--- config.mk ---
export PLATFORM = sky130hd
export DESIGN_NAME = branch_resolver
export DESIGN_NICKNAME = d
export VERILOG_FILES = /design/src/rtl/br_pkg.sv /design/src/rtl/br_slot.sv /design/src/rtl/br_pick.sv /design/src/rtl/branch_resolver.sv
export SDC_FILE = /design/constraint.sdc
export NUM_CORES = 1
export LEC_CHECK = 0
export BUFFER_PORTS_ARGS = -buffer_cell sky130_fd_sc_hd__buf_2
export CAP_MARGIN = 20
export CORE_ASPECT_RATIO = 1.1
export CORE_MARGIN = 1.5
export CORE_UTILIZATION = 40
export DETAILED_ROUTE_END_ITERATION = 10
export GPL_TIMING_DRIVEN = 0
export PLACE_DENSITY = 0.74
export RECOVER_POWER = 25
export SLEW_MARGIN = 20
export SYNTH_ARGS = -nofsm -noshare
export SYNTH_HDL_FRONTEND = slang
export SYNTH_SLANG_ARGS = --single-unit
--- constraint.sdc ---
create_clock -name clk -period 7.5 [get_ports clk]
set_input_delay 1.5 -clock clk [delete_from_list [all_inputs] [get_ports clk]]
set_output_delay 1.5 -clock clk [all_outputs]
set_load 0.01 [all_outputs]
--- src/rtl/br_pkg.sv ---
// Shared definitions for the branch resolver.
// Assumes at most four flow slots, so a slot index always fits in two bits.
package br_pkg;
    localparam int MAX_SLOTS  = 4;
    localparam int SLOT_IDX_W = 2;

    // Offset source encoding carried on issue_src.
    typedef enum logic {
        SRC_LIT = 1'b0,
        SRC_REG = 1'b1
    } ofs_src_e;
endpackage

--- src/rtl/br_slot.sv ---
// One flow slot: holds at most one pending branch and counts down its delay.
// It resolves when the count is zero. Assumes flush is asserted only on an
// edge where a redirect fires. A branch issued on that same edge belongs to
// the new block and is kept.
module br_slot #(
    parameter int SEL_W = 3,
    parameter int OFS_W = 12,
    parameter int DLY_W = 4
) (
    input  logic             clk,
    input  logic             rst_n,
    input  logic             issue_vld,
    input  logic [SEL_W-1:0] issue_sel,
    input  logic [OFS_W-1:0] issue_ofs,
    input  logic [DLY_W-1:0] issue_dly,
    input  logic             flush,
    output logic             pend,
    output logic             due,
    output logic [SEL_W-1:0] sel,
    output logic [OFS_W-1:0] ofs,
    output logic             reject
);
    logic             pend_q;
    logic [DLY_W-1:0] cnt_q;
    logic [SEL_W-1:0] sel_q;
    logic [OFS_W-1:0] ofs_q;
    logic             slot_free;
    logic             load;

    // Decide whether this edge may accept a new branch into the slot.
    always_comb begin
        due       = pend_q && (cnt_q == '0);
        slot_free = !pend_q || due || flush;
        load      = issue_vld && slot_free;
        reject    = issue_vld && !slot_free;
    end

    // Hold, count down, retire or replace the pending branch.
    always_ff @(posedge clk) begin
        if (!rst_n) begin
            pend_q <= 1'b0;
            cnt_q  <= '0;
            sel_q  <= '0;
            ofs_q  <= '0;
        end else if (load) begin
            pend_q <= 1'b1;
            cnt_q  <= issue_dly;
            sel_q  <= issue_sel;
            ofs_q  <= issue_ofs;
        end else if (due || flush) begin
            pend_q <= 1'b0;
        end else if (pend_q) begin
            cnt_q  <= cnt_q - 1'b1;
        end
    end

    assign pend = pend_q;
    assign sel  = sel_q;
    assign ofs  = ofs_q;

    // a waiting branch loses exactly one count per edge.
    a_r5_countdown: assert property (@(posedge clk) disable iff (!rst_n)
        pend_q && (cnt_q != '0) && !flush |=> pend_q && (cnt_q == $past(cnt_q) - 1'b1));

    // a flush with no new issue leaves the slot empty.
    a_r7_flush_empties: assert property (@(posedge clk) disable iff (!rst_n)
        flush && !issue_vld |=> !pend_q);

    // a rejected issue leaves the held branch untouched.
    a_r8_keep_held: assert property (@(posedge clk) disable iff (!rst_n)
        reject |=> pend_q && (sel_q == $past(sel_q)) && (ofs_q == $past(ofs_q)));
endmodule

--- src/rtl/br_pick.sv ---
// Fixed-priority pick: the lowest-numbered requesting slot wins.
// Purely combinational. Assumes N is between 1 and 4.
module br_pick #(
    parameter int N = 4
) (
    input  logic [N-1:0] req,
    output logic [N-1:0] grant,
    output logic [1:0]   idx,
    output logic         any
);
    // Scan from the top so the lowest request is written last and wins.
    always_comb begin
        grant = '0;
        idx   = '0;
        for (int i = N - 1; i >= 0; i--) begin
            if (req[i]) begin
                grant    = '0;
                grant[i] = 1'b1;
                idx      = 2'(i);
            end
        end
        any = |req;
    end
endmodule

--- src/rtl/branch_resolver.sv ---
// Multi-slot predicated branch resolver.
// Resolves up to NUM_SLOTS delayed predicated branches and picks the
// lowest-slot taken one. It adds that branch's signed offset to the current
// block entry base and emits a registered redirect. Assumes ADDR_W > OFS_W,
// PRED_W a power of two and 1 <= NUM_SLOTS <= 4.
module branch_resolver
    import br_pkg::*;
#(
    parameter int          NUM_SLOTS  = 4,
    parameter int          ADDR_W     = 32,
    parameter int          OFS_W      = 12,
    parameter int          PRED_W     = 8,
    parameter int          DLY_W      = 4,
    parameter logic [31:0] RESET_ADDR = 32'h0000_1000
) (
    input  logic                                 clk,
    input  logic                                 rst_n,
    input  logic [NUM_SLOTS-1:0]                 issue_vld,
    input  logic [NUM_SLOTS-1:0]                 issue_src,
    input  logic [NUM_SLOTS*$clog2(PRED_W)-1:0]  issue_sel,
    input  logic [NUM_SLOTS*OFS_W-1:0]           issue_lit,
    input  logic [NUM_SLOTS*OFS_W-1:0]           issue_reg,
    input  logic [NUM_SLOTS*DLY_W-1:0]           issue_dly,
    input  logic [PRED_W-1:0]                    pred_vec,
    output logic                                 redirect_valid,
    output logic [ADDR_W-1:0]                    redirect_addr,
    output logic [SLOT_IDX_W-1:0]                redirect_slot,
    output logic                                 issue_err
);
    localparam int SEL_W = $clog2(PRED_W);
    localparam int EXT_W = ADDR_W - OFS_W;

    logic [NUM_SLOTS-1:0] slot_due;
    logic [NUM_SLOTS-1:0] slot_pend;
    logic [NUM_SLOTS-1:0] slot_rej;
    logic [NUM_SLOTS-1:0] taken;
    logic [NUM_SLOTS-1:0] grant;
    logic [SEL_W-1:0]     slot_sel [NUM_SLOTS];
    logic [OFS_W-1:0]     slot_ofs [NUM_SLOTS];
    logic [SLOT_IDX_W-1:0] win_idx;
    logic                 fire;
    logic [ADDR_W-1:0]    entry_base_q;
    logic [OFS_W-1:0]     win_ofs;
    logic [ADDR_W-1:0]    next_addr;

    for (genvar s = 0; s < NUM_SLOTS; s++) begin : g_slot
        logic [OFS_W-1:0] in_ofs;

        // Pick the offset source for this slot.
        always_comb begin
            in_ofs = (ofs_src_e'(issue_src[s]) == SRC_REG) ? issue_reg[s*OFS_W +: OFS_W]
                                                           : issue_lit[s*OFS_W +: OFS_W];
        end

        br_slot #(
            .SEL_W (SEL_W),
            .OFS_W (OFS_W),
            .DLY_W (DLY_W)
        ) u_slot (
            .clk       (clk),
            .rst_n     (rst_n),
            .issue_vld (issue_vld[s]),
            .issue_sel (issue_sel[s*SEL_W +: SEL_W]),
            .issue_ofs (in_ofs),
            .issue_dly (issue_dly[s*DLY_W +: DLY_W]),
            .flush     (fire),
            .pend      (slot_pend[s]),
            .due       (slot_due[s]),
            .sel       (slot_sel[s]),
            .ofs       (slot_ofs[s]),
            .reject    (slot_rej[s])
        );

        // A resolving slot is taken when its selected predicate bit is set.
        always_comb taken[s] = slot_due[s] && pred_vec[slot_sel[s]];

        // a granted slot has no taken slot below it.
        a_r2_lowest_wins: assert property (@(posedge clk) disable iff (!rst_n)
            grant[s] |-> ((taken & NUM_SLOTS'((1 << s) - 1)) == '0));
    end

    br_pick #(
        .N (NUM_SLOTS)
    ) u_pick (
        .req   (taken),
        .grant (grant),
        .idx   (win_idx),
        .any   (fire)
    );

    // Form the candidate redirect address from the winning offset.
    always_comb begin
        win_ofs   = slot_ofs[win_idx[$clog2(NUM_SLOTS > 1 ? NUM_SLOTS : 2)-1:0] % NUM_SLOTS];
        next_addr = entry_base_q + {{EXT_W{win_ofs[OFS_W-1]}}, win_ofs};
    end

    // Register the redirect outputs, the entry base and the issue error flag.
    always_ff @(posedge clk) begin
        if (!rst_n) begin
            entry_base_q   <= ADDR_W'(RESET_ADDR);
            redirect_valid <= 1'b0;
            redirect_addr  <= '0;
            redirect_slot  <= '0;
            issue_err      <= 1'b0;
        end else begin
            redirect_valid <= fire;
            issue_err      <= |slot_rej;
            if (fire) begin
                entry_base_q  <= next_addr;
                redirect_addr <= next_addr;
                redirect_slot <= win_idx;
            end
        end
    end

    // at most one slot is granted, and only a taken one.
    a_r2_single_grant: assert property (@(posedge clk) disable iff (!rst_n)
        $onehot0(grant) && ((grant & ~taken) == '0));

    // with no taken slot, no redirect follows.
    a_r1_no_taken_no_redirect: assert property (@(posedge clk) disable iff (!rst_n)
        (taken == '0) |=> !redirect_valid);

    // after a redirect the entry base equals the redirect address.
    a_r6_base_follows: assert property (@(posedge clk) disable iff (!rst_n)
        redirect_valid |-> (entry_base_q == redirect_addr));

    // an error flag only follows an issue.
    a_r8_err_needs_issue: assert property (@(posedge clk) disable iff (!rst_n)
        issue_err |-> $past(|issue_vld));

    // a reported slot index names an existing slot.
    a_r11_slot_in_range: assert property (@(posedge clk) disable iff (!rst_n)
        redirect_valid |-> (int'(redirect_slot) < NUM_SLOTS));
endmodule

=== Word level (Yosys, flattened, before mapping) ===
Index checks and enable logic that the tools add are counted.

* Add/sub/neg operators: 5
* Order comparisons: 5
* Equal/unequal tests: 4
* Multiplexer cells: 39
* Bitwise logic cells: 1
* Reductions and logical operators: 54

{| class="wikitable"
|+ Operator list
! kind !! count
|-
| 12-bit two-way mux || 6
|-
| 4-bit two-way mux || 12
|-
| 33-bit by 3-bit >= comparator with 1-bit output (second input constant) || 1
|-
| 2-bit NOT with 33-bit output || 1
|-
| 32-bit adder || 1
|-
| 12-bit binary-select mux with 2-bit select || 1
|-
| 1-bit logical AND || 16
|-
| 4-bit zero test || 4
|-
| 3-bit by 4-bit < comparator with 1-bit output (second input constant) || 4
|-
| 2-bit nonzero test || 8
|-
| 4-bit by 1-bit subtractor with 4-bit output (second input constant) || 4
|-
| 1-bit binary-select mux with 3-bit select || 4
|-
| 1-bit logical OR || 12
|-
| 1-bit two-way mux || 12
|-
| 1-bit zero test || 8
|-
| 2-bit two-way mux || 4
|-
| 2-bit by 1-bit != test with 1-bit output (second input constant) || 4
|-
| 2-bit AND reduction || 4
|-
| 4-bit OR reduction || 2
|}

* Flip-flop bits (word level): 148
* Input bits: 142
* Output and inout port bits: 36
* Word-level logic and storage cells: 129

=== Logic depth before layout (Yosys ltp) ===
Gate-level depths: netlist (run 1).

* Depth after elaboration: 12
* Gate-level depth with buffers: 23

=== Hierarchy ===
A second synthesis (run 1) with hierarchy kept.

* Cells, all modules: 915
* Area, all modules: 8056.5 um2

{| class="wikitable"
|+ Modules (own cells, without submodules)
! module !! times used !! cells an instance !! area each (um2) !! sequential area each (um2)
|-
| branch_resolver || 1 || 489 || 4264.1 || 740.7
|-
| br_slot || 4 || 104 || 933.4 || 400.4
|-
| br_pick || 1 || 10 || 58.8 || 0.0
|}

=== Least setup slack after synthesis (run 1) ===
OpenSTA, ideal clock, no wires.

* Path type: in2reg
* From: input port pred_vec[7]
* To: register redirect_addr[31]
* Setup time: 72 ps
* Arrival: 5828 ps
* Data required time: 7428 ps
* Setup slack: 1600 ps
* Stages: 17
* Path through: mux4_2 mux2i_1 nor3b_2 nor2_1 nand2_1 mux2i_1 mux2i_1 ha_1 a2111oi_0 o31ai_1 o21ai_0 o21ai_0 a31oi_1 o211ai_1 a31o_2 mux2i_1 mux2i_1

* Cells in the longest elaborated chain, start to end: 12

{| class="wikitable"
|+ Ends and longest elaborated chain
! what !! RTL line !! text
|-
| start: declaration || branch_resolver.sv:24 || <nowiki>input logic [PRED_W-1:0] pred_vec,</nowiki>
|-
| 1-bit binary-select mux with 3-bit select || branch_resolver.sv:75 || <nowiki>always_comb taken[s] = slot_due[s] && pred_vec[slot_sel[s]];</nowiki>
|-
| 1-bit two-way mux (implied by the code) || branch_resolver.sv:75 ||
|-
| 1-bit logical AND || branch_resolver.sv:75 ||
|-
| 2-bit two-way mux (4 in a row) || br_pick.sv:16 || <nowiki>if (req[i]) begin</nowiki>
|-
| 2-bit NOT with 33-bit output || branch_resolver.sv:93 || <nowiki>win_ofs = slot_ofs[win_idx[$clog2(NUM_SLOTS > 1 ? NUM_SLOTS : 2)-1:0] % NUM_SLOTS];</nowiki>
|-
| 12-bit binary-select mux with 2-bit select || branch_resolver.sv:93 ||
|-
| 12-bit two-way mux (2 in a row) || branch_resolver.sv:93 ||
|-
| 32-bit adder || branch_resolver.sv:94 || <nowiki>next_addr = entry_base_q + {{EXT_W{win_ofs[OFS_W-1]}}, win_ofs};</nowiki>
|-
| end signal: assignment || branch_resolver.sv:110 || <nowiki>redirect_addr <= next_addr;</nowiki>
|-
| end: declaration || branch_resolver.sv:26 || <nowiki>output logic [ADDR_W-1:0] redirect_addr,</nowiki>
|}

Parallel ways exist; a longest one is shown, timed or not. The select of a mux whose other input is x is not followed.
A chain may end at the register's enable or synchronous reset.

=== Worst setup path after layout (run 1) ===
* From: input port pred_vec[3]
* To: register redirect_addr[30]

The elaborated chain is that of the path after synthesis.

==> flow_summary.toml, run 1 <==
[status]
status = "finished, final reports clean"

[pwr]
p_leak_nw = 4.24
ir_worst_vdd_mv = 0.190
power_density_mw_per_mm2 = 251

[floorplanning]
ios = 178
die_area_mm2 = 0.0195
coreArea_mm2 = 0.0183
fp.dieW_um = 133
rows = 52
die_h_um = 146
initial_core_util_pct = 40.7

[clock_network]
clockBufferDepth = 2
cts.sinks = 117
root_buffer = "clkbuf_16"
hold_buffers = 0
postCtsSetupBuffers = 0
cts_tree = "yes"
ctsResizeCount = 0
cts.htree.levels = 4
clk_pin_slew_worst_paths_ps = 50
numCtsBuffers = 17
clk_latency_ps = 430

[drt]
drc = 0
drt_wl_total_mm = 21.8
wl_per_cell_um = 16.5
antenna_left = 0
drtPass1Iterations = 6
viasPerCell = 5.41
drt_first_iter_violations = 434
via_count = 7152

[critical_path]
cp-start-kind = "primary input"
endpoint_kind = "flip-flop"
reg2regPathDepth = 23
r2r_end = "redirect_addr[30]"
required_ps = 7850
timing.rr.start = "g_slot[2].u_slot.cnt_q[0]"
cp-endpoint = "redirect_addr[30]"
worst_ep_arrival_time_ps = 6640
cp-startpoint = "pred_vec[3]"
r2r_slack_ps = 2000
path_class = "primary input to flip-flop"
cp_max_fo = 10

[timing]
report.final.hold_viol_count = 0
rsz0062_at_grt = "false"
final.setup.tns_ps = 0
finalMaxSlewViolations = 0
clock.fmax_ghz = 0.159
fin_skew_ps = 6.17
tightest_slew_ps = 773
setup_viol = 0
period_share_pct = 83.8
period_needed_ps = 6280
slew_headroom_pct = 47.2

[cells_and_area]
final_cell_mix = "175 x buf_2, 117 x nor2_1, 117 x dfxtp_1"
area_growth_pct = 23.7
fin_util_pct = 50.3
fillers = 1767
final_area_mm2 = 0.00923
mostFrequentLayoutCell = "buf_2"
nets = 1247
drive_gt1_share_pct = 26.4

[global_route]
grt_use_total_pct = 22.4
overflow = 0
grt_pass1_wl_mm = 34.3
grt_pass1_vias = 6899
antenna_found_initial = 2
grt_max_degree = 23

[placed_design]
port_buffers = 177
hpwl_mm = 16.6
gp_congestion = 0.906
dpl_cell_area_mm2 = 0.00869

[synthesis]
synth-seq-cells = 117
yosys_warnings = 0
seq_area_frac_synth_pct = 31.4
syn_nets = 1050
async_flop_share_pct = 0
yosysTopAreaCellShare_pct = 31.4
yosysTopAreaCell = "dfxtp_1"
synth_ff_type = "dfxtp_1"
avgSynthCellArea_um2 = 8.61
netlist_area_mm2 = 0.00746
synth_area_leaders = "dfxtp_1 31%, mux2i_1 12%, ha_1 6.7%"
synth.distinct_cells = 65
syn-instance-count = 867
synth_edf_count = 0

[hold_path]
hp-class = "flip-flop to flip-flop"
hold_depth = 2

[job]
maxCapViolCount = 0
[how the worst min path moves through the flow]
stage / from / endpoint / slack (ps)
2_1_floorplan: redirect_addr[31] / redirect_addr[31] / 440
6_report: redirect_addr[12] / redirect_addr[12] / 470
3_5_place_dp: redirect_addr[12] / redirect_addr[12] / 450
5_1_grt: redirect_addr[12] / redirect_addr[12] / 480
3_3_place_gp: redirect_addr[12] / redirect_addr[12] / 440
4_1_cts: redirect_addr[12] / redirect_addr[12] / 460
[routing by layer]
layer	global-route usage (%)	vias to the layer above	share of wire, %
met5	0	-	0.087
met1	26.5	3320	41
met3	5.56	46	6.4
li1	-	3528	-
met4	9.29	2	3.2
met2	38.7	256	49
[cell type report]
cell class / count / area [um2] / area share, %
Inverter: 25 / 93.8 / 1.02
Buffer: 79 / 463 / 5.02
Timing Repair Buffer: 178 / 895 / 9.69
Multi-Input combinational cell: 646 / 4570 / 49.5
Tap cell: 243 / 304 / 3.29
Antenna cell: 2 / 5.00 / 0.0542
Sequential cell: 117 / 2340 / 25.4
Clock inverter: 10 / 72.6 / 0.786
Clock buffer: 22 / 484 / 5.25
[cells by family (layout without fill, tap and decap cells)]
group | after synthesis | after routing | share of synthesized area (%)
DFF | 117 | 117 | 31.4
xor gates and xnor gates | 20 | 20 | 2.35
AOI/OAI and AO/OA | 216 | 216 | 19.9
adders and majority gates | 41 | 41 | 6.97
buffers and inverters | 104 | 314 | 7.51
muxes | 107 | 107 | 15.6
and+or+nand+nor | 262 | 262 | 16.3
other | 0 | 2 | 0
[synth_stat cells, types with 7 or more instances]
cell type  count
dfxtp_1      117
nor2_1       117
mux2i_1       89
a21oi_1       61
nand2_1       54
a211oi_1      48
ha_1          40
buf_4         35
o21ai_0       26
clkbuf_1      24
inv_1         24
nand3_1       19
buf_2         13
mux2_2        12
a21o_1        11
nor3_1        11
a211oi_2      10
xnor2_1       10
xor2_1        10
nor2b_1        9
o21a_1         8
and3_1         7
nor3b_1        7
[power breakdown]
group / switching (mW) / total, mW / internal (mW)
Combinational: 0.442 / 0.785 / 0.343
Sequential: 0.0631 / 0.765 / 0.702
Clock: 0.310 / 0.768 / 0.457
Total: 0.815 / 2.32 / 1.50
[registers in the layout, indices dropped and copies added (netlist names)]
name,cells
issue_err,1
redirect_slot,2
g_slot.u_slot.cnt_q,16
redirect_addr,32
entry_base_q,1
g_slot.u_slot.sel,12
redirect_valid,1
g_slot.u_slot.ofs,48
g_slot.u_slot.pend,4
[worst max-delay path: stages]
cell and delay (ps):
clkbuf_1 140, mux4_2 260, mux2i_1 70, nor3b_1 580, nor2_1 130, nand2_1 250, buf_2 310, buf_4 270
mux2i_1 110, a21oi_1 200, ha_1 200, inv_1 60, fa_1 370, nor2b_1 180, o21a_1 150, o21ai_0 160
a211o_1 350, a2111oi_0 700, o2111ai_1 240, nand3_1 150, nand4b_1 120, o211ai_1 120
[through the flow]
| step | std cells | hold WS (ps) | setup slack [ps] | total power [mW] |
|---|---|---|---|---|
| after global placement | 1287 | 444 | 90.2 | 1.53 |
| after global routing | 1321 | 483 | 976 | 2.45 |
| after CTS | 1320 | 459 | 1340 | 2.33 |
| after detailed placement | 1288 | 451 | 934 | 1.56 |
| final | 1322 | 468 | 1220 | 2.32 |
| after floorplan | 867 | 443 | 1600 | 1.32 |
Power figures use the tool's default switching activity.
==> run 2, diff against run 1 <==
--- a/config.mk
+++ b/config.mk
@@ -12,7 +12,7 @@
 export CORE_UTILIZATION = 40
 export DETAILED_ROUTE_END_ITERATION = 10
 export GPL_TIMING_DRIVEN = 0
-export PLACE_DENSITY = 0.74
+export PLACE_DENSITY = 0.77
 export RECOVER_POWER = 25
 export SLEW_MARGIN = 20
 export SYNTH_ARGS = -nofsm -noshare
==> constraint.sdc (replaced) <==
create_clock -name clk -period 5.3 [get_ports clk]
set_input_delay 1.06 -clock clk [delete_from_list [all_inputs] [get_ports clk]]
set_output_delay 1.06 -clock clk [all_outputs]
set_load 0.01 [all_outputs]
==> run 2 against run 1 <==
  * Cell area grew 2.3%
  * Worst hold slack lost 5.7 ps
  * Critical path type unchanged
  * Setup slack lost 1100 ps
  * Critical path depth is the same
  * Critical endpoint is now redirect_addr[28]
  * Largest power group is now clock
  * Utilization grew 1.2 points
  * Clock-buffer cell count shrank 4
  * Non-clock buffer count grew 3
==> flow_summary.toml, run 2 (synthesis results as in run 1) <==
[placed_design]
hpwl_mm = 16.6
placedCellCount = 1287
gp_congestion = 0.898
port_buffers = 177

[clock_network]
cts.sinks = 117
numCtsBuffers = 17
clockBufferDepth = 2
hold_buffers = 0
clk_pin_slew_worst_paths_ps = 60
clk_latency_ps = 430
cts.htree.levels = 4
cts_tree = "yes"
root_buffer = "clkbuf_16"

[critical_path]
required_ps = 5610
cp-start-kind = "primary input"
cp_max_fo = 10
path_delay_family = "compound AO/OA/AOI/OAI gates"
worst_ep_arrival_time_ps = 5450
path_class = "primary input to flip-flop"
cp-startpoint = "pred_vec[6]"
worst_path_most_repeated_cell = "o21ai_1"
crit_buf_inv = 4
timing.rr.start = "g_slot[3].u_slot.cnt_q[0]"
endpoint_kind = "flip-flop"
crit_path_cell_trace = "buf_2 -> mux4_2 -> mux2i_2 -> nor3b_2 -> nor2_1 -> nand2_2 -> buf_6 -> buf_4 -> mux2i_1 -> a21oi_2 -> ha_2 -> inv_1 -> fa_1 -> nor2b_2 -> o21a_1 -> o21ai_1 -> a211o_1 -> a2111oi_4 -> o21ai_1 -> nand2b_1 -> nand2_1 -> a32o_1"
slowest_delay_ps = 480
cp_slowest_cell = "mux4_2"

[timing]
period_needed_ps = 5140
slew_headroom_pct = 45.3
report.final.hold_viol_count = 0
setup_viol = 0
fin_skew_ps = 9.98
clock.fmax_ghz = 0.195
finalMaxSlewViolations = 0
tightest_slew_ps = 821
period_share_pct = 96.9

[floorplanning]
die_h_um = 146
fp.dieW_um = 133
die_area_mm2 = 0.0195
ios = 178
rows = 52
coreArea_mm2 = 0.0183
initial_core_util_pct = 40.7

[global_route]
grt_pass1_wl_mm = 34.3
antenna_found_initial = 3
grt_use_total_pct = 22.5
grt_max_degree = 17
overflow = 0
grt_pass1_vias = 6732

[drt]
drt_wl_total_mm = 22.3
drtPass1Iterations = 5
drt_first_iter_violations = 526
drc = 0
via_count = 7239
viasPerCell = 5.46
wl_per_cell_um = 16.8
antenna_left = 0

[cells_and_area]
nets = 1251
drive_gt1_share_pct = 28.8
area_growth_pct = 26.5
final_cell_mix = "178 x buf_2, 117 x nor2_1, 117 x dfxtp_1"
fillers = 1686
area.sequential_mm2 = 0.00234
largest_reg_flops = 48
instances_no_fill = 1326
multiInputGateArea_mm2 = 0.00471
mostFrequentLayoutCell = "buf_2"

[status]
status = "finished, final reports clean"

[pwr]
power_density_mw_per_mm2 = 363
finalPower_mw = 3.42
p_leak_nw = 4.30
ir_worst_vdd_mv = 0.298

[hold_path]
hp-class = "flip-flop to flip-flop"
holdCritStartpoint = "redirect_addr[12]"

[job]
maxCapViolCount = 0
run 2: cell types whose count changed in the layout (fill, tap and decap cells not counted), moves of 3 or more:
cell,previous run,this run
a21oi_1,61,58
buf_2,175,178
bufinv_16,0,3
clkbuf_1,41,35
clkbuf_4,21,24
clkbuf_8,4,1
mux2i_1,88,84
mux2i_2,0,4
run 2: repair_timing:
| action | CTS | global route |
|---|---|---|
| cloned | 1 | 0 |
| setup buffers | 0 | 4 |
| endpoints found under the setup margin | 18 | 18 |
| gates resized for setup | 8 | 23 |
| pin swaps | 0 | 6 |
run 2: worst register-to-register path: stages, from the launching register on:
cell and delay (ps):
dfxtp_1 350, inv_1 90, ha_1 150, nor3b_1 270, nand2_1 100, nor4_1 310
nor2b_1 190, nor2_1 80, nor2_4 300, mux2i_4 580, ha_1 390, a2111oi_1 550
o31ai_1 150, o21ai_0 140, o21ai_0 140, a31oi_2 290, o211ai_1 180, a31o_2 220
mux2i_1 160, mux2i_1 190
run 2: cell type report:
| type | instances | share of cell area (%) |
|---|---|---|
| multi-input cells | 647 | 49.9 |
| flip-flops and latches | 117 | 24.8 |
| repair buffers | 181 | 9.55 |
| plain buffers | 79 | 4.98 |
| clock buffers | 18 | 4.65 |
| well taps | 243 | 3.22 |
| clock inverters | 14 | 1.84 |
| inverters | 25 | 0.994 |
| diodes | 2 | 0.0530 |
run 2: where the power goes:
group          leakage (nW)  internal, mW  switching, mW
Combinational          3.03         0.493          0.651
Sequential            0.965         0.993         0.0899
Clock                 0.301         0.755          0.441
run 2: path summary, 6_finish.rpt:
check | end | slack, ps | cells past startpoint
worst min register to register | redirect_addr[12] | 460 | 2
worst min-delay path | redirect_addr[12] | 460 | 2
worst max register to register | redirect_addr[31] | 400 | 19
worst max-delay path | redirect_addr[28] | 160 | 22
run 2: metal layers:
layer  vias to the layer above  wire (um)  global-route usage (%)
met5                         -          7                       0
met2                       291      10600                    38.1
met4                         2        789                    9.29
met1                      3356       9210                    27.4
met3                        49       1660                    5.21
li1                       3541          -                       -
run 2: metrics by stage:
stage	hold slack (ps)	setup WS, ps	instance area, um2	utilization, %	setup TNS (ps)
5_1_grt	495	-37.7	9440	51.5	-67.7
3_5_place_dp	454	-892	8670	47.2	-11150
4_1_cts	461	-0.993	9330	50.8	-0.993
2_1_floorplan	443	205	7470	-	0
6_report	462	162	9440	51.5	0
3_3_place_gp	448	-1010	8660	47.2	-11110
